--- src/rtl/mmio_uart_pkg.sv ---
// Package: register selector, receiver states and the majority helper
// shared by the serial port modules.
package mmio_uart_pkg;

    // Word index of each register (byte address bits [4:2]).
    typedef enum logic [2:0] {
        REG_TXDATA = 3'd0,
        REG_RXDATA = 3'd1,
        REG_TXCTRL = 3'd2,
        REG_RXCTRL = 3'd3,
        REG_IE     = 3'd4,
        REG_IP     = 3'd5,
        REG_DIV    = 3'd6
    } reg_sel_e;

    localparam int unsigned WM_LSB = 16;
    localparam int unsigned WM_W   = 3;

    typedef enum logic [1:0] {
        RX_IDLE,
        RX_START,
        RX_DATA,
        RX_STOP
    } rx_state_e;

    function automatic logic maj3(input logic a, input logic b, input logic c);
        return (a & b) | (a & c) | (b & c);
    endfunction

endpackage

--- src/rtl/uart_fifo.sv ---
// Module: uart_fifo
// Synchronous first-in first-out queue with an occupancy count.
// Assumes: a push while full and a pop while empty are ignored here, so
// the caller does not need to gate them. Storage is not reset.
module uart_fifo #(
    parameter int DEPTH = 8,
    parameter int W     = 8
) (
    input  logic                       clk,
    input  logic                       rst_n,
    input  logic                       push,
    input  logic                       pop,
    input  logic [W-1:0]               din,
    output logic [W-1:0]               dout,
    output logic                       full,
    output logic                       empty,
    output logic [$clog2(DEPTH):0]     count
);
    localparam int AW = $clog2(DEPTH);
    localparam int CW = AW + 1;

    logic [W-1:0]  mem [DEPTH];
    logic [AW-1:0] wptr;
    logic [AW-1:0] rptr;
    logic [CW-1:0] cnt;
    logic          do_push;
    logic          do_pop;

    assign full    = (cnt == CW'(DEPTH));
    assign empty   = (cnt == '0);
    assign do_push = push && !full;
    assign do_pop  = pop && !empty;
    assign dout    = mem[rptr];
    assign count   = cnt;

    // Storage write on an accepted push.
    always_ff @(posedge clk) begin
        if (do_push) mem[wptr] <= din;
    end

    // Pointer and occupancy tracking.
    always_ff @(posedge clk) begin
        if (!rst_n) begin
            wptr <= '0;
            rptr <= '0;
            cnt  <= '0;
        end else begin
            if (do_push) wptr <= (wptr == AW'(DEPTH-1)) ? '0 : wptr + 1'b1;
            if (do_pop)  rptr <= (rptr == AW'(DEPTH-1)) ? '0 : rptr + 1'b1;
            case ({do_push, do_pop})
                2'b10:   cnt <= cnt + 1'b1;
                2'b01:   cnt <= cnt - 1'b1;
                default: cnt <= cnt;
            endcase
        end
    end

    // occupancy never exceeds the depth.
    a_r3_count_bound: assert property (@(posedge clk) disable iff (!rst_n)
        cnt <= CW'(DEPTH));

    // a push into a full queue without a pop leaves the occupancy unchanged.
    a_r8_full_hold: assert property (@(posedge clk) disable iff (!rst_n)
        (push && full && !pop) |=> (cnt == $past(cnt)));

endmodule

--- src/rtl/uart_tx_ser.sv ---
// Module: uart_tx_ser
// Serializer: pulls a byte from the transmit queue and sends start, eight
// data bits LSB first and one or two stop bits.
// Assumes: tick is a one-cycle pulse and OSR ticks make one bit time. The
// stop-bit setting is sampled when the frame is loaded.
module uart_tx_ser #(
    parameter int OSR = 16
) (
    input  logic       clk,
    input  logic       rst_n,
    input  logic       tick,
    input  logic       txen,
    input  logic       two_stop,
    input  logic       fifo_empty,
    input  logic [7:0] fifo_data,
    output logic       fifo_pop,
    output logic       txd
);
    localparam int TW = $clog2(OSR);

    logic          busy;
    logic [10:0]   shreg;
    logic [3:0]    bits_left;
    logic [TW-1:0] tcnt;

    // A new frame starts only when idle, enabled and data is waiting.
    assign fifo_pop = !busy && txen && !fifo_empty;

    // Frame load, bit timing and shifting.
    always_ff @(posedge clk) begin
        if (!rst_n) begin
            busy      <= 1'b0;
            txd       <= 1'b1;
            shreg     <= '1;
            bits_left <= '0;
            tcnt      <= '0;
        end else if (!busy) begin
            if (fifo_pop) begin
                busy      <= 1'b1;
                shreg     <= {2'b11, fifo_data, 1'b0};
                txd       <= 1'b0;
                bits_left <= two_stop ? 4'd11 : 4'd10;
                tcnt      <= '0;
            end
        end else if (tick) begin
            if (tcnt == TW'(OSR-1)) begin
                tcnt <= '0;
                if (bits_left == 4'd1) begin
                    busy <= 1'b0;
                    txd  <= 1'b1;
                end else begin
                    shreg     <= {1'b1, shreg[10:1]};
                    txd       <= shreg[1];
                    bits_left <= bits_left - 1'b1;
                end
            end else begin
                tcnt <= tcnt + 1'b1;
            end
        end
    end

    // the line is high whenever no frame is in progress.
    a_r5_idle_high: assert property (@(posedge clk) disable iff (!rst_n)
        !busy |-> txd);

    // a frame never holds more than start + 8 data + 2 stop bits.
    a_r5_frame_len: assert property (@(posedge clk) disable iff (!rst_n)
        busy |-> (bits_left != 4'd0 && bits_left <= 4'd11));

endmodule

--- src/rtl/uart_rx_des.sv ---
// Module: uart_rx_des
// Deserializer: synchronizes the line, finds a falling edge, and takes a
// majority of three samples around the middle of each bit.
// Assumes: tick is a one-cycle pulse and OSR ticks make one bit time. A
// frame in progress completes even if rxen falls during it.
module uart_rx_des
    import mmio_uart_pkg::*;
#(
    parameter int OSR = 16
) (
    input  logic       clk,
    input  logic       rst_n,
    input  logic       tick,
    input  logic       rxen,
    input  logic       rxd,
    output logic       push,
    output logic [7:0] data
);
    localparam int TW  = $clog2(OSR);
    localparam int MID = OSR / 2;

    rx_state_e     state;
    logic [2:0]    sync;
    logic [TW-1:0] tcnt;
    logic [1:0]    samp;
    logic [2:0]    bidx;
    logic [7:0]    sh;
    logic          rx_s;
    logic          fall;
    logic          vote;

    assign rx_s = sync[1];
    assign fall = sync[2] && !sync[1];
    assign vote = maj3(samp[1], samp[0], rx_s);
    assign data = sh;

    // Two-flop synchronizer plus one delayed copy for edge detection.
    always_ff @(posedge clk) begin
        if (!rst_n) sync <= 3'b111;
        else        sync <= {sync[1:0], rxd};
    end

    // Frame state machine, sampling and byte assembly.
    always_ff @(posedge clk) begin
        if (!rst_n) begin
            state <= RX_IDLE;
            tcnt  <= '0;
            samp  <= '0;
            bidx  <= '0;
            sh    <= '0;
            push  <= 1'b0;
        end else begin
            push <= 1'b0;
            if (state == RX_IDLE) begin
                if (rxen && fall) begin
                    state <= RX_START;
                    tcnt  <= '0;
                end
            end else if (tick) begin
                tcnt <= (tcnt == TW'(OSR-1)) ? '0 : tcnt + 1'b1;
                if (tcnt == TW'(MID-1)) samp[1] <= rx_s;
                if (tcnt == TW'(MID))   samp[0] <= rx_s;
                if (tcnt == TW'(MID+1)) begin
                    case (state)
                        RX_START: if (vote) state <= RX_IDLE;
                        RX_DATA:  sh <= {vote, sh[7:1]};
                        RX_STOP: begin
                            push  <= vote;
                            state <= RX_IDLE;
                        end
                        default: state <= RX_IDLE;
                    endcase
                end
                if (tcnt == TW'(OSR-1)) begin
                    if (state == RX_START) begin
                        state <= RX_DATA;
                        bidx  <= '0;
                    end else if (state == RX_DATA) begin
                        if (bidx == 3'd7) state <= RX_STOP;
                        else              bidx  <= bidx + 1'b1;
                    end
                end
            end
        end
    end

    // each frame queues at most one byte.
    a_r7_single_push: assert property (@(posedge clk) disable iff (!rst_n)
        push |=> !push);

    // a byte is only queued after the stop-bit decision.
    a_r7_push_after_stop: assert property (@(posedge clk) disable iff (!rst_n)
        push |-> ($past(state) == RX_STOP));

endmodule

--- src/rtl/mmio_uart.sv ---
// Module: mmio_uart (top)
// Register file, both queues, the shared oversampling tick, serializer,
// deserializer and watermark interrupt logic.
// Assumes: one bus access per asserted bus_en cycle, with read data taken
// combinationally in that cycle. A read of receive data removes a byte.
module mmio_uart
    import mmio_uart_pkg::*;
#(
    parameter int DEPTH = 8,
    parameter int DIV_W = 16,
    parameter int OSR   = 16
) (
    input  logic        clk,
    input  logic        rst_n,
    input  logic        bus_en,
    input  logic        bus_we,
    input  logic [4:0]  bus_addr,
    input  logic [31:0] bus_wdata,
    output logic [31:0] bus_rdata,
    input  logic        serial_rx,
    output logic        serial_tx,
    output logic        irq
);
    localparam int CW = $clog2(DEPTH) + 1;

    reg_sel_e          sel;
    logic              wr_acc;
    logic              rd_acc;
    logic              txen;
    logic              two_stop;
    logic [WM_W-1:0]   txwm;
    logic              rxen;
    logic [WM_W-1:0]   rxwm;
    logic [1:0]        ie;
    logic [1:0]        ip;
    logic [DIV_W-1:0]  div;
    logic [DIV_W-1:0]  pcnt;
    logic              tick;

    logic              tx_push, tx_pop, tx_full, tx_empty;
    logic [7:0]        tx_dout;
    logic [CW-1:0]     tx_count;
    logic              rx_push, rx_pop, rx_full, rx_empty;
    logic [7:0]        rx_din, rx_dout;
    logic [CW-1:0]     rx_count;
    logic              unused_bits;

    assign sel    = reg_sel_e'(bus_addr[4:2]);
    assign wr_acc = bus_en && bus_we;
    assign rd_acc = bus_en && !bus_we;

    assign tx_push = wr_acc && (sel == REG_TXDATA);
    assign rx_pop  = rd_acc && (sel == REG_RXDATA) && !rx_empty;

    assign ip[0] = tx_count < CW'(txwm);
    assign ip[1] = rx_count > CW'(rxwm);
    assign irq   = |(ip & ie);

    assign unused_bits = ^{bus_wdata[31:19], bus_addr[1:0], rx_full};

    // Writable control registers; the pending register has no storage.
    always_ff @(posedge clk) begin
        if (!rst_n) begin
            txen     <= 1'b0;
            two_stop <= 1'b0;
            txwm     <= '0;
            rxen     <= 1'b0;
            rxwm     <= '0;
            ie       <= '0;
            div      <= '0;
        end else if (wr_acc) begin
            case (sel)
                REG_TXCTRL: begin
                    txen     <= bus_wdata[0];
                    two_stop <= bus_wdata[1];
                    txwm     <= bus_wdata[WM_LSB +: WM_W];
                end
                REG_RXCTRL: begin
                    rxen <= bus_wdata[0];
                    rxwm <= bus_wdata[WM_LSB +: WM_W];
                end
                REG_IE:  ie  <= bus_wdata[1:0];
                REG_DIV: div <= bus_wdata[DIV_W-1:0];
                default: ;
            endcase
        end
    end

    // Oversampling tick: one pulse every div+1 cycles.
    always_ff @(posedge clk) begin
        if (!rst_n) pcnt <= '0;
        else        pcnt <= tick ? '0 : pcnt + 1'b1;
    end
    assign tick = (pcnt >= div);

    // Read data multiplexer.
    always_comb begin
        case (sel)
            REG_TXDATA: bus_rdata = {tx_full, 31'b0};
            REG_RXDATA: bus_rdata = rx_empty ? 32'h8000_0000 : {24'b0, rx_dout};
            REG_TXCTRL: bus_rdata = {13'b0, txwm, 14'b0, two_stop, txen};
            REG_RXCTRL: bus_rdata = {13'b0, rxwm, 15'b0, rxen};
            REG_IE:     bus_rdata = {30'b0, ie};
            REG_IP:     bus_rdata = {30'b0, ip};
            REG_DIV:    bus_rdata = 32'(div);
            default:    bus_rdata = '0;
        endcase
    end

    uart_fifo #(.DEPTH(DEPTH), .W(8)) u_txq (
        .clk(clk), .rst_n(rst_n), .push(tx_push), .pop(tx_pop),
        .din(bus_wdata[7:0]), .dout(tx_dout), .full(tx_full),
        .empty(tx_empty), .count(tx_count)
    );

    uart_fifo #(.DEPTH(DEPTH), .W(8)) u_rxq (
        .clk(clk), .rst_n(rst_n), .push(rx_push), .pop(rx_pop),
        .din(rx_din), .dout(rx_dout), .full(rx_full),
        .empty(rx_empty), .count(rx_count)
    );

    uart_tx_ser #(.OSR(OSR)) u_tx (
        .clk(clk), .rst_n(rst_n), .tick(tick), .txen(txen),
        .two_stop(two_stop), .fifo_empty(tx_empty), .fifo_data(tx_dout),
        .fifo_pop(tx_pop), .txd(serial_tx)
    );

    uart_rx_des #(.OSR(OSR)) u_rx (
        .clk(clk), .rst_n(rst_n), .tick(tick), .rxen(rxen),
        .rxd(serial_rx), .push(rx_push), .data(rx_din)
    );

    // with every mask bit clear the interrupt stays low.
    a_r11_irq_masked: assert property (@(posedge clk) disable iff (!rst_n)
        (ie == 2'b00) |-> !irq);

    // the receive queue is only drained by a receive-data read.
    a_r4_pop_on_read: assert property (@(posedge clk) disable iff (!rst_n)
        (!rd_acc && !rx_push) |=> (rx_count == $past(rx_count)));

endmodule

--- config.mk ---
export PLATFORM = sky130hd
export DESIGN_NAME = mmio_uart
export DESIGN_NICKNAME = d
export VERILOG_FILES = /design/src/rtl/mmio_uart_pkg.sv /design/src/rtl/uart_fifo.sv /design/src/rtl/uart_tx_ser.sv /design/src/rtl/uart_rx_des.sv /design/src/rtl/mmio_uart.sv
export SDC_FILE = /design/constraint.sdc
export NUM_CORES = 1
export LEC_CHECK = 0
export ABC_AREA = 1
export BUFFER_PORTS_ARGS = -buffer_cell sky130_fd_sc_hd__buf_2
export CORE_AREA = 2 2 138 140
export CTS_BUF_LIST = sky130_fd_sc_hd__clkbuf_16
export DETAILED_ROUTE_END_ITERATION = 10
export DIE_AREA = 0 0 140 142
export PLACE_DENSITY_LB_ADDON = 0.2
export SLEW_MARGIN = 20
export SYNTH_ARGS = -nofsm -noshare
export SYNTH_HDL_FRONTEND = slang
export SYNTH_SLANG_ARGS = --single-unit
--- constraint.sdc ---
create_clock -name clk -period 3.7 [get_ports clk]
set_clock_uncertainty 0.05 [all_clocks]
set_input_delay 0.74 -clock clk [delete_from_list [all_inputs] [get_ports clk]]
set_output_delay 0.74 -clock clk [all_outputs]
set_load 0.1 [all_outputs]
[Yosys cells after proc, flatten, opt, wreduce, memory -nomap -nowiden]
Memories as Yosys holds them, arrays and structs flattened. A register that Yosys moved wholly into a read port is not among the register bits.
Cells that the tools add are included.
Word-level totals
  register bits: 107
  RAM bits: 128
  bits of input ports: 42
  output and inout bits: 34
  logic and storage cells: 189
  memories: 2
Memory list
  u_rxq.mem: words 8, bits a word 8, read ports 1, clocked after memory_dff 1, wr ports 1, line uart_fifo.sv:22  | logic [W-1:0] mem [DEPTH];
  u_txq.mem: words 8, bits a word 8, read ports 1, clocked after memory_dff 1, wr ports 1, line uart_fifo.sv:22
Operators by class
  add/sub/neg operators: 13
  magnitude comparators: 3
  equality and inequality tests: 31
  muxes and demuxes: 58
  bitwise operators: 11
  reductions and logical operators: 44
Operators by type and width (number)
  $pmux W32 S7: 1
  $mux W11: 5
  $mux W4: 13
  $mux W3: 11
  $mux W32: 1
  $eq A3 B3 Y1 const B: 8
  $eq A4 B4 Y1 const B: 6
  $mux W2: 9
  $add A16 B1 Y16 const B: 1
  $add A4 B1 Y4 const B: 4
  $ge A16 B16 Y1: 1
  $pmux W4 S2: 2
  $add A3 B1 Y3 const B: 5
  $mux W1: 15
  $logic_and A1 B1 Y1: 13
  $reduce_and A2 Y1: 6
  $sub A4 B1 Y4 const B: 3
  $reduce_bool A2 Y1: 5
  $reduce_and A3 Y1: 3
  $eq A2 B2 Y1 const B: 4
  $logic_not A4 Y1: 2
  $ne A2 B2 Y1 const B: 4
  $reduce_and A4 Y1: 2
  $logic_not A1 Y1: 7
  18 further kinds: 29

[Longest topological paths before layout]
Gate-level depths: netlist of the first run.
  word-level depth: 12
  depth in mapped cells: 18
  mapped depth without buffers: 17

[By module]
From an unflattened synthesis of the first run, not the netlist that was laid out.
Second synthesis, totals
  cells, all modules: 1195
  area, all modules: 11111.9 sq um
Modules (own cells, without submodules)
  uart_fifo: times used 2, cells an instance 273, area each 3209.3 sq um, sequential area each 2182.1 sq um
  mmio_uart: times used 1, cells an instance 368, area each 2590.0 sq um, sequential area each 860.8 sq um
  uart_rx_des: times used 1, cells an instance 137, area each 1112.3 sq um, sequential area each 460.4 sq um
  uart_tx_ser: times used 1, cells an instance 144, area each 991.0 sq um, sequential area each 360.3 sq um

[Worst setup path after synthesis of the first run]
Ideal clock, no wire load.
  path kind: in2out
  start: input port bus_addr[3]
  end: output port bus_rdata[16]
  data arrival time: 3.243 ns
  required time: 2.910 ns
  path slack: -0.333 ns
  stages: 4
  buffers on the path: 0
  cell sequence: inv_1 nor3_1 inv_1 o21ai_0
On the way
  longest elaborated chain between the ends: 2
  elaborated cells between the ends (all ways): 8
  classes of those cells: 6 x eq/ne; 1 x mux; 1 x reduce/logical
RTL lines
  start: declaration: line mmio_uart.sv:17  | input logic [4:0] bus_addr,
  $eq A3 B3 Y1 (tied with other cells): line mmio_uart.sv:98  | case (sel)
  $pmux W32 S7 (*): line mmio_uart.sv:98
  end: declaration: line mmio_uart.sv:19  | output logic [31:0] bus_rdata,
Every way passes the cells marked *; elsewhere a longest branch is shown, timed or not.

==> metrics.md, run 1 <==
| Metric | Value |
|---|---|
| Status | finished, violations left |
| Failing checks | design-rule violations |
| CP Capture Type | primary output |
| Top post-synthesis cells by count | nor2_1 (140), edfxtp_1 (128), nand2_1 (126), dfxtp_1 (110), o21ai_0 (106) |
| Final Hold Fails | 0 |
| Post-synth top area share | 35.4% |
| Pwr Density | 443 nW/um^2 |
| Slew Limit Fails | 0 |
| RSZ-0062 raised after global routing | no |
| Seq/Total Area, Yosys | 55.6% |
| Antenna diode count | 0 |
| WL final | 22.2 mm |
| Nets | 1,259 |
| Cells along the critical path | buf_4, inv_1, nor2_1, o32ai_1, o21ai_0, o22ai_1, buf_2 |
| Endpoints failing setup | 0 |
| Worst slack, placed | 0.599 ns |
| Die width | 140 um |
| First-pass GRT wire length | 36.2 mm |
| FF-to-FF path depth | 13 |
| Top post-synthesis cells by area | edfxtp_1 (35%), dfxtp_1 (20%), ha_1 (5.6%) |
| Clock Latency Late Sink | 0.51 ns |
| Routability cong. | 0.852 |
| Antenna-violating nets left | 0 |
| Die ar. | 19,900 um^2 |
| Min Hold Slack | 0.361 ns |
| Crit path DAT | 2.71 ns |
| Period utilization | 94.5% |
| Ys async rst share | 0% |
| Max-Cap Viols | 0 |
| Slew Limit Headroom | 40.0% |
| Starting density of the core | 58.9% |
| Yosys top cell by area | edfxtp_1 |
| Worst r2r src | u_tx.busy |
| CTS Buf Count | 25 |
| Critical R2R Capture | u_txq.count[3] |
| WHS Path Cells | 1 |
| Core area | 18,500 um^2 |
| CTS tree | yes |
| Layout Cell Area excl Fill | 12,000 um^2 |
| Hold EP | u_rx.sync[1] |
| Count of buffers from port buffering | 48 |
| Main flop type after synthesis | edfxtp_1 |
| Number of hold buffers added after cts | 0 |
| Post-synth EDFFs | 128 |
| Clk buf depth | 3 |
| Setup Crit Path Kind | flip-flop to primary output |
| Worst Path Required | 2.91 ns |
| Syn Area/Cell | 9.70 um^2 |
| Die Span Y | 142 um |
| Vias per cell | 5.55 |
| CP Launch Type | flip-flop |
| Detailed-route via count | 7,868 |
| Flops & latches, synth | 238 |
| Setup slack, reg-to-reg | 1.00 ns |
| Synth-to-layout area growth | 10.2% |
| Final setup margin | 0.203 ns |
| Drt initial violations | 613 |
| Ports | 76 |
| Hold path start | u_rx.sync[0] |
| Final core occ | 64.9% |
| Slew @ Worst Pin | 0.900 ns |
| CP max-delay cell | inv_1 |
| CTS clk-pin slew, worst paths | 0.06 ns |
| Pleak | 0.00455 uW |
| Root buffer cell | clkbuf_16 |
| Final Power | 5300 uW |
| Post-Syn Area | 10,900 um^2 |
| F_max | 286 MHz |
| Distinct cell type count after synthesis | 57 |
| Largest net degree at the start of global routing | 50 |
| Layout cells sized above 1 | 12.8% |
| Post-Synthesis Cells | 1,120 |
| Overflow after GRT | 0 |
| # DRC | 8 |
| H-tree Lvls | 1 |
| DR WL/cell | 15.7 um |
| Number of global-route vias before repair | 7,402 |
| Initial antenna violation count | 0 |
| Post CTS Setup Buffer Count | 0 |
| Clk sink count | 238 |
| Most frequent cell after synthesis | nor2_1 |
| Worst ir drop on vdd | 0.280 mV |
| 1st-pass router iterations | 7 |
| Post-layout minimum cycle time | 3.50 ns |
| CP peak stage delay | 0.53 ns |
| Synth Warn # | 0 |
| Hold Path Class | flip-flop to flip-flop |
| Placed instance area | 11,200 um^2 |
| HPWL Detailed | 15.1 mm |
| Rows | 50 |
| CP max FO | 20 |
| All-Layer GR Usage | 22.4% |
[placed cells by master (no fill, tap or decap), drive strengths merged, types with 3 or more instances in the layout]
cell type | synthesis | layout
inv | 112 | 120
o21ai | 108 | 108
o221ai | 10 | 10
a211oi | 3 | 3
xnor2 | 4 | 4
buf | 25 | 61
nand2 | 135 | 135
a31oi | 7 | 7
mux2i | 12 | 12
nor2 | 146 | 146
o211a | 3 | 3
edfxtp | 128 | 128
or2 | 6 | 6
clkinv | 1 | 12
conb | 1 | 12
xor2 | 4 | 4
dfxtp | 110 | 110
nor3 | 20 | 20
nand4 | 10 | 10
ha | 49 | 49
o32ai | 4 | 4
clkbuf | 28 | 25
o22ai | 24 | 24
nand3 | 73 | 73
a21oi | 81 | 81
[how the worst max path moves through the flow]
stage / from / to / slack [ns] / cells after the start
detailed placement: bus_addr[2] / bus_rdata[1] / 0.60 / 8
finish: flip-flop / bus_rdata[7] / 0.20 / 7
global placement: bus_addr[2] / bus_rdata[1] / 0.60 / 8
floorplan: bus_addr[3] / bus_rdata[4] / -0.30 / 4
global route: flip-flop / bus_rdata[1] / 0.04 / 7
CTS: flip-flop / bus_rdata[1] / 0.20 / 5
[worst max-delay path: cells and delay by family (launching register included)]
| kind | cells | cell delay [ns] |
|---|---|---|
| buffers and inverters | 3 | 1.16 |
| AOI/OAI and AO/OA | 3 | 0.64 |
| DFF | 1 | 0.30 |
| and+or+nand+nor | 1 | 0.08 |
[final cells by class]
class	instances	area [um^2]
Sequential cell	238	6050
Timing Repair Buffer	61	338
Inverter	113	432
Clock buffer	25	626
Clock inverter	20	114
Tap cell	234	293
Multi-Input combinational cell	727	4120
Fill cell	1500	6480
[routing by layer]
metal | GRT usage (%) | vias up | wire, um
li1 | - | 3942 | -
met1 | 29.7 | 3718 | 9880
met2 | 39.4 | 183 | 10900
met3 | 2.96 | 25 | 1150
met4 | 5.64 | 0 | 295
met5 | 0 | - | 0
[registers in the layout (all words and copies together) (netlist names), 8 cells and up, named ones only]
signal and flops:
u_rx.data 8, u_rxq.mem 64, pcnt 16, u_tx.shreg 8
u_txq.mem 64, div 16
[metrics by stage]
| stage | TNS (ns) | cells |
|---|---|---|
| floorplan | -0.899 | 1131 |
| global placement | 0 | 1373 |
| detailed placement | 0 | 1373 |
| CTS | 0 | 1418 |
| global route | 0 | 1418 |
| finish | 0 | 1418 |
[what timing repair did]
item,4_1_cts,5_1_grt
endpoints found under the hold margin,0,0
setup endpoints to repair,0,3
resized for setup,0,1
[cells by family after synthesis]
group | count (synthesis) | synth area share [%]
DFF | 238 | 55.6
adders and majority gates | 51 | 6.01
xor gates and xnor gates | 8 | 0.645
AOI/OAI and AO/OA | 247 | 12.8
buffers and inverters | 166 | 6.81
and+or+nand+nor | 397 | 17.0
other | 1 | 0.0345
muxes | 12 | 1.11
[power breakdown]
part / total (uW) / switching [uW] / internal, uW
logic: 234 / 185 / 49.7
registers: 2790 / 10.3 / 2780
clock network: 2270 / 979 / 1290
Note: power is estimated with default switching activity, not from simulation.
==> run 2, diff against run 1 <==
- SKIP_LAST_GASP: default -> 1
- clock period: 3.7 -> 3.35 ns (I/O delays scaled with it)
==> run 2 against run 1 <==
  * The run still ends with design-rule violations left
  * Global-route usage is 0.44 points higher
  * Critical path depth is 1 lower
  * Critical endpoint unchanged
  * Non-clock buffer count is 2 higher
  * Critical path type unchanged
==> metrics.md, run 2 (same netlist as run 1, synthesis figures left out) <==
| Metric | Value |
|---|---|
| Max-Cap Viols | 0 (unchanged) |
| Combinational fraction of design power | 4.4% (about the same) |
| Number of global-route vias before repair | 7,387 (-0.20%) |
| Setup tns final | 0 ns (unchanged) |
| # DRC | 6 (-2) |
| Pleak | 0.00458 uW (+0.80%) |
| Clk sink count | 238 (unchanged) |
| WL final | 22.5 mm (+1.3%) |
| Pwr Density | 491 nW/um^2 (+11%) |
| Switch Pwr | 1330 uW (+13%) |
| Detailed-route via count | 7,883 (+0.19%) |
| Layout Cell Area excl Fill | 12,000 um^2 (+0.45%) |
| Hold path start | serial_rx |
| Slew @ Worst Pin | 1.07 ns (+0.167 ns) |
| Core area | 18,500 um^2 (unchanged) |
| Seq pwr share | 52.3% (-0.4 points) |
| Rows | 50 (unchanged) |
| Root buffer cell | clkbuf_16 |
| Antenna diode count | 0 (unchanged) |
| Antenna-violating nets left | 0 (unchanged) |
| Failing checks | design-rule violations |
| HPWL Detailed | 14.9 mm (-1.2%) |
| Cell Int Power | 4570 uW (+11%) |
| Crit path DAT | 2.44 ns (-0.27 ns) |
| CTS clk-pin slew, worst paths | 0.06 ns (about the same) |
| All-Layer GR Usage | 22.9% (+0.44 points) |
| Largest registers | u_rxq.mem: 64 flops, u_txq.mem: 64 flops |
| CP Launch Type | flip-flop |
| Slew Limit Headroom | 28.8% (-11 points) |
| FF-to-FF path depth | 14 (+1) |
| Non-Filler Instances | 1,423 (+0.35%) |
| Synth-to-layout area growth | 10.7% |
| Placed Cells incl. Taps | 1,375 (+0.15%) |
| Final setup margin | 0.188 ns (-0.0149 ns) |
| F_max | 316 MHz |
| Drt initial violations | 519 (-15%) |
| Endpoints failing setup | 0 (unchanged) |
| Worst ir drop on vdd | 0.359 mV (+28%) |
| Die width | 140 um (unchanged) |
| Most frequent cells in the layout | nor2_1 (140), edfxtp_1 (128), nand2_1 (126), inv_1 (116), dfxtp_1 (109) |
| Overflow after GRT | 0 (unchanged) |
| DR WL/cell | 15.8 um (+0.99%) |
| 1st-pass router iterations | 9 (+2) |
| Worst slack, placed | 0.339 ns (-0.260 ns) |
| Vias per cell | 5.54 (-0.16%) |
| Hold EP | u_rx.sync[0] |
| Setup slack, reg-to-reg | 0.82 ns (-0.18 ns) |
| First-pass GRT wire length | 37.0 mm (+2.2%) |
| Routability cong. | 0.817 (-4.2%) |
| # fillers | 1,471 (-1.9%) |
| Starting density of the core | 58.9% (unchanged) |
| Period utilization | 94.4% |
| Initial antenna violation count | 0 (unchanged) |
| Register Area | 6050 um^2 (unchanged) |
| Die Span Y | 142 um (unchanged) |
| Switching Share | 22.5% (+0.31 points) |
| Slew Limit Fails | 0 (unchanged) |
| Layout cells sized above 1 | 12.5% (-0.22 points) |
| RSZ-0062 raised after global routing | no |
| Critical R2R Capture | u_rxq.count[3] |
| CTS Buf Count | 26 (+4.0%) |
| Clock Latency Late Sink | 0.52 ns (about the same) |
| Clock Power Share | 43.3% (+0.4 points) |
| Count of buffers from port buffering | 48 (unchanged) |
| Status | finished, violations left |
| WHS Path Cells | 2 (+1) |
| Multi-input logic area | 4130 um^2 (+0.30%) |
| Ports | 76 (unchanged) |
| CP Capture Type | primary output |
| CTS tree | yes |
| Commonest non-fill, non-tap cell in the layout | nor2_1 |
| Hold Path Class | input port to flip-flop |
| Worst Path Required | 2.63 ns (-0.28 ns) |
| Clk buf depth | 3 (unchanged) |
| Setup Crit Path Kind | flip-flop to primary output |
| Placed instance area | 11,300 um^2 (+0.24%) |
| Largest net degree at the start of global routing | 43 (-14%) |
| Final Hold Fails | 0 (unchanged) |
| Worst r2r src | u_rxq.count[1] |
| Final Power | 5900 uW (+11%) |
| Nets | 1,262 (+0.24%) |
| CP max FO | 20 (unchanged) |
| Die ar. | 19,900 um^2 (unchanged) |
| Post-layout minimum cycle time | 3.16 ns |
| H-tree Lvls | 1 (unchanged) |
[run 2: repair_timing]
item | 4_1_cts | 5_1_grt
setup endpoints to repair | 6 | 0
hold buffers | 0 | 0
gates resized for setup | 1 | 0
buffers inserted | 0 | 0
[run 2: worst max path at each step]
stage,end,slack (ns),depth (start not counted)
4_1_cts,bus_rdata[2],0.16,6
2_1_floorplan,bus_rdata[4],-0.51,4
6_report,bus_rdata[7],0.19,6
3_3_place_gp,bus_rdata[1],0.39,8
3_5_place_dp,u_rxq.count[3],0.34,14
5_1_grt,bus_rdata[3],0.03,6
[run 2: power by group through the flow]
| stage | combinational [uW] | clock, uW | sequential [uW] |
|---|---|---|---|
| 2_1_floorplan | 205 | 0 | 3140 |
| 4_1_cts | 259 | 2600 | 3080 |
| 6_report | 258 | 2560 | 3080 |
| 3_5_place_dp | 258 | 0 | 3150 |
| 5_1_grt | 285 | 2720 | 3080 |
| 3_3_place_gp | 256 | 0 | 3150 |
[run 2: stage by stage]
step	utilization (%)	hold WS, ns
finish	65.2	0.280
global route	65.2	0.281
CTS	65.2	0.265
detailed placement	61.0	0.379
global placement	61.0	0.346
floorplan	-	0.343
[run 2: layer usage]
| layer | GRT usage, % | up-vias | share of wire (%) | wire [um] |
|---|---|---|---|---|
| li1 | - | 3949 | - | - |
| met1 | 30.7 | 3711 | 45 | 10200 |
| met2 | 39.5 | 197 | 48 | 10900 |
| met3 | 3.50 | 26 | 5.2 | 1170 |
| met4 | 5.48 | 0 | 1.4 | 325 |
| met5 | 0 | - | 0 | 0 |
[run 2: area by class of cell]
| cell class | instances | area share (%) |
|---|---|---|
| repair buffers | 63 | 2.93 |
| flip-flops and latches | 238 | 50.3 |
| clock inverters | 21 | 0.749 |
| multi-input cells | 727 | 34.4 |
| well taps | 234 | 2.43 |
| inverters | 113 | 3.59 |
| clock buffers | 27 | 5.62 |
[run 2: critical path, stage by stage (launching register included)]
cell and delay (ns):
dfxtp_1 0.31, inv_1 0.49, nor2_1 0.11, o32ai_1 0.31, o21ai_0 0.15, o22ai_2 0.10
buf_2 0.44
==> run 3, diff against run 2 <==
- ABC_AREA: 1 -> default
- CORE_AREA: 2 2 138 140 -> 2 2 137 139
- DIE_AREA: 0 0 140 142 -> 0 0 139 141
==> run 3 against run 2 <==
  * The run now ends clean
  * Sequential share of layout area shrank 0.32 points
  * Combinational power decreased by 11%
  * Synthesized cell count down 18%
  * First-iteration DRC count decreased by 29%
  * Final cell count decreased by 13%
  * Routed wire length fell by 7.4%
  * Area after synthesis is 1.7% lower
  * Non-clock buffer count increased by 13
  * Hold slack gained 0.0072 ns
  * Register-to-register slack got worse by 0.37 ns
  * Critical path type unchanged
==> metrics.md, run 3 <==
| Metric | Value |
|---|---|
| Worst ir drop on vdd | 0.610 mV (+70%) |
| Main flop type after synthesis | edfxtp_1 |
| Largest net degree at the start of global routing | 55 (+28%) |
| Hold Path Class | input port to flip-flop |
| Final setup margin | 0.163 ns (-0.0250 ns) |
| Crit path DAT | 2.47 ns (+0.03 ns) |
| Die width | 139 um (-0.71%) |
| Clk buf depth | 3 (unchanged) |
| WHS Path Cells | 2 (unchanged) |
| Period utilization | 95.1% (+0.75 points) |
| Slew Limit Headroom | 38.3% (+9.4 points) |
| Status | complete, no violations |
| Root buffer cell | clkbuf_16 |
| # DRC | 0 (-6) |
| Pleak | 0.00425 uW (-7.4%) |
| CP Capture Type | primary output |
| HPWL Detailed | 14.1 mm (-5.4%) |
| Most frequent cell after synthesis | edfxtp_1 |
| H-tree Lvls | 1 (unchanged) |
| CP max FO | 5 (-75%) |
| Ports | 76 (unchanged) |
| Post-Syn Area | 10,700 um^2 (-1.7%) |
| 1st-pass router iterations | 4 (-5) |
| Syn Area/Cell | 11.6 um^2 (+20%) |
| Distinct cell type count after synthesis | 62 (+8.8%) |
| Post CTS Setup Buffer Count | 0 (unchanged) |
| Overflow after GRT | 0 (unchanged) |
| CP Launch Type | flip-flop |
| Seq/Total Area, Yosys | 56.6% (+0.95 points) |
| Die Span Y | 141 um (-0.70%) |
| Non-Filler Instances | 1,232 (-13%) |
| CTS Buf Count | 26 (unchanged) |
| Number of global-route vias before repair | 6,706 (-9.2%) |
| CTS clk-pin slew, worst paths | 0.06 ns (about the same) |
| Antenna diode count | 0 (unchanged) |
| Clk sink count | 238 (unchanged) |
| Final core occ | 66.2% (+1.1 points) |
| Min Hold Slack | 0.287 ns (+0.00722 ns) |
| Setup Crit Path Kind | flip-flop to primary output |
| Placed Cells incl. Taps | 1,184 (-14%) |
| FF-to-FF path depth | 9 (-5) |
| Vias per cell | 5.64 (+1.8%) |
| Slew @ Worst Pin | 0.923 ns (-0.144 ns) |
| Rows | 50 (unchanged) |
| All-Layer GR Usage | 21.5% (-1.4 points) |
| Endpoints failing setup | 0 (unchanged) |
| Most frequent cells in the layout | edfxtp_1 (128), dfxtp_1 (110), nand2_1 (98), nor2_1 (70), a21oi_1 (56) |
| Count of buffers from port buffering | 48 (unchanged) |
| First-pass GRT wire length | 34.0 mm (-8.1%) |
| Yosys top cell by area | edfxtp_1 |
| Slew Limit Fails | 0 (unchanged) |
| Routability cong. | 0.853 (+4.5%) |
| Drt initial violations | 367 (-29%) |
| Starting density of the core | 58.5% (-0.40 points) |
| Post-Synthesis Cells | 917 (-18%) |
| Nets | 1,071 (-15%) |
| Commonest non-fill, non-tap cell in the layout | edfxtp_1 |
| Detailed-route via count | 6,948 (-12%) |
| Ys async rst share | 0% (unchanged) |
| Top post-synthesis cells by count | edfxtp_1 (128), dfxtp_1 (110), nand2_1 (98), nor2_1 (70), a21oi_1 (56) |
| CTS tree | yes |
| Final Hold Fails | 0 (unchanged) |
| Post-synth EDFFs | 128 (unchanged) |
| Post-layout minimum cycle time | 3.19 ns (+0.0250 ns) |
| Setup tns final | 0 ns (unchanged) |
| DR WL/cell | 16.9 um (+7.0%) |
| Layout cells sized above 1 | 15.7% (+3.2 points) |
| F_max | 314 MHz (-0.78%) |
| Die ar. | 19,600 um^2 (-1.4%) |
| Initial antenna violation count | 0 (unchanged) |
| Max-Cap Viols | 0 (unchanged) |
| Post-synth top area share | 36.0% (+0.60 points) |
| Largest registers | u_rxq.mem: 64 flops, u_txq.mem: 64 flops |
| Worst slack, placed | 0.225 ns (-0.113 ns) |
| Clock Latency Late Sink | 0.53 ns (about the same) |
| Synth Warn # | 0 (unchanged) |
| Flops & latches, synth | 238 (unchanged) |
| Top post-synthesis cells by area | edfxtp_1 (36%), dfxtp_1 (21%), mux4_2 (6.7%) |
| RSZ-0062 raised after global routing | no |
| WL final | 20.8 mm (-7.4%) |
| # fillers | 1,371 (-6.8%) |
| Core area | 18,300 um^2 (-1.0%) |
| Pwr Density | 509 nW/um^2 (+3.8%) |
| Antenna-violating nets left | 0 (unchanged) |
| Synth-to-layout area growth | 13.2% |
| Worst Path Required | 2.63 ns (about the same) |
## run 3: cell types whose count changed after synthesis, moves of 22 or more
cell     change
a21oi_1     -22
inv_1       -62
mux2i_1     +22
mux4_2      +32
nand2_1     -28
nor2_1      -70
o21ai_0     -67
o22ai_1     -22
## run 3: through the flow
step                      instance area, um^2  power, uW
after detailed placement                11200       3360
after global routing                    12100       6330
after floorplan                         10700       3310
final                                   12100       6160
after CTS                               12100       6210
after global placement                  11200       3360
## run 3: cells by family after synthesis
| group | share of synthesized area, % |
|---|---|
| buffers and inverters | 4.03 |
| flip-flops | 56.6 |
| XOR/XNOR | 1.64 |
| adder cells (fa/ha/maj) | 6.21 |
| multiplexers | 10.0 |
| other | 0.0351 |
| AND/OR/NAND/NOR | 13.7 |
| AO/OA/AOI/OAI | 7.78 |
## run 3: where the power goes
| group | switching [uW] | internal, uW | total [uW] |
|---|---|---|---|
| logic | 180 | 49.2 | 229 |
| clock network | 1140 | 1720 | 2860 |
| registers | 8.31 | 3070 | 3070 |
| total | 1320 | 4840 | 6160 |
## run 3: area by class of cell
class,count,area [um^2],area share (%)
flip-flops and latches,238,6050,50.0
clock buffers,26,651,5.38
clock inverters,22,215,1.78
multi-input cells,592,4260,35.2
inverters,44,165,1.37
well taps,234,293,2.42
repair buffers,76,469,3.88
## run 3: timing repair
item,CTS,global route
hold buffers,0,0
setup endpoints to repair,0,1
resized for setup,0,3
## run 3: worst max-delay path, cell delays in order, from the launching register on
cell      delay, ns
dfxtp_1        0.40
inv_1          0.11
ha_1           0.19
nor2b_1        0.09
o21ai_0        0.09
nand2b_1       0.09
a21oi_1        0.09
a211o_1        0.33
o221ai_2       0.08
buf_2          0.46
## run 3: final timing paths
kind	to	start	slack [ns]
worst max-delay path	bus_rdata[1]	u_rxq.count[0]	0.16
worst min-delay path	u_rx.sync[0]	serial_rx	0.29
worst max register to register	u_tx.bits_left[1]	div[13]	0.45
worst min register to register	u_rx.sync[1]	u_rx.sync[0]	0.36
## run 3: routing by layer
metal	global-route usage (%)	up-vias	share of wire (%)
met5	0	-	0
met4	5.53	0	1.7
met3	3.60	30	4.6
met2	36.5	135	48
met1	29.2	3352	46
li1	-	3431	-
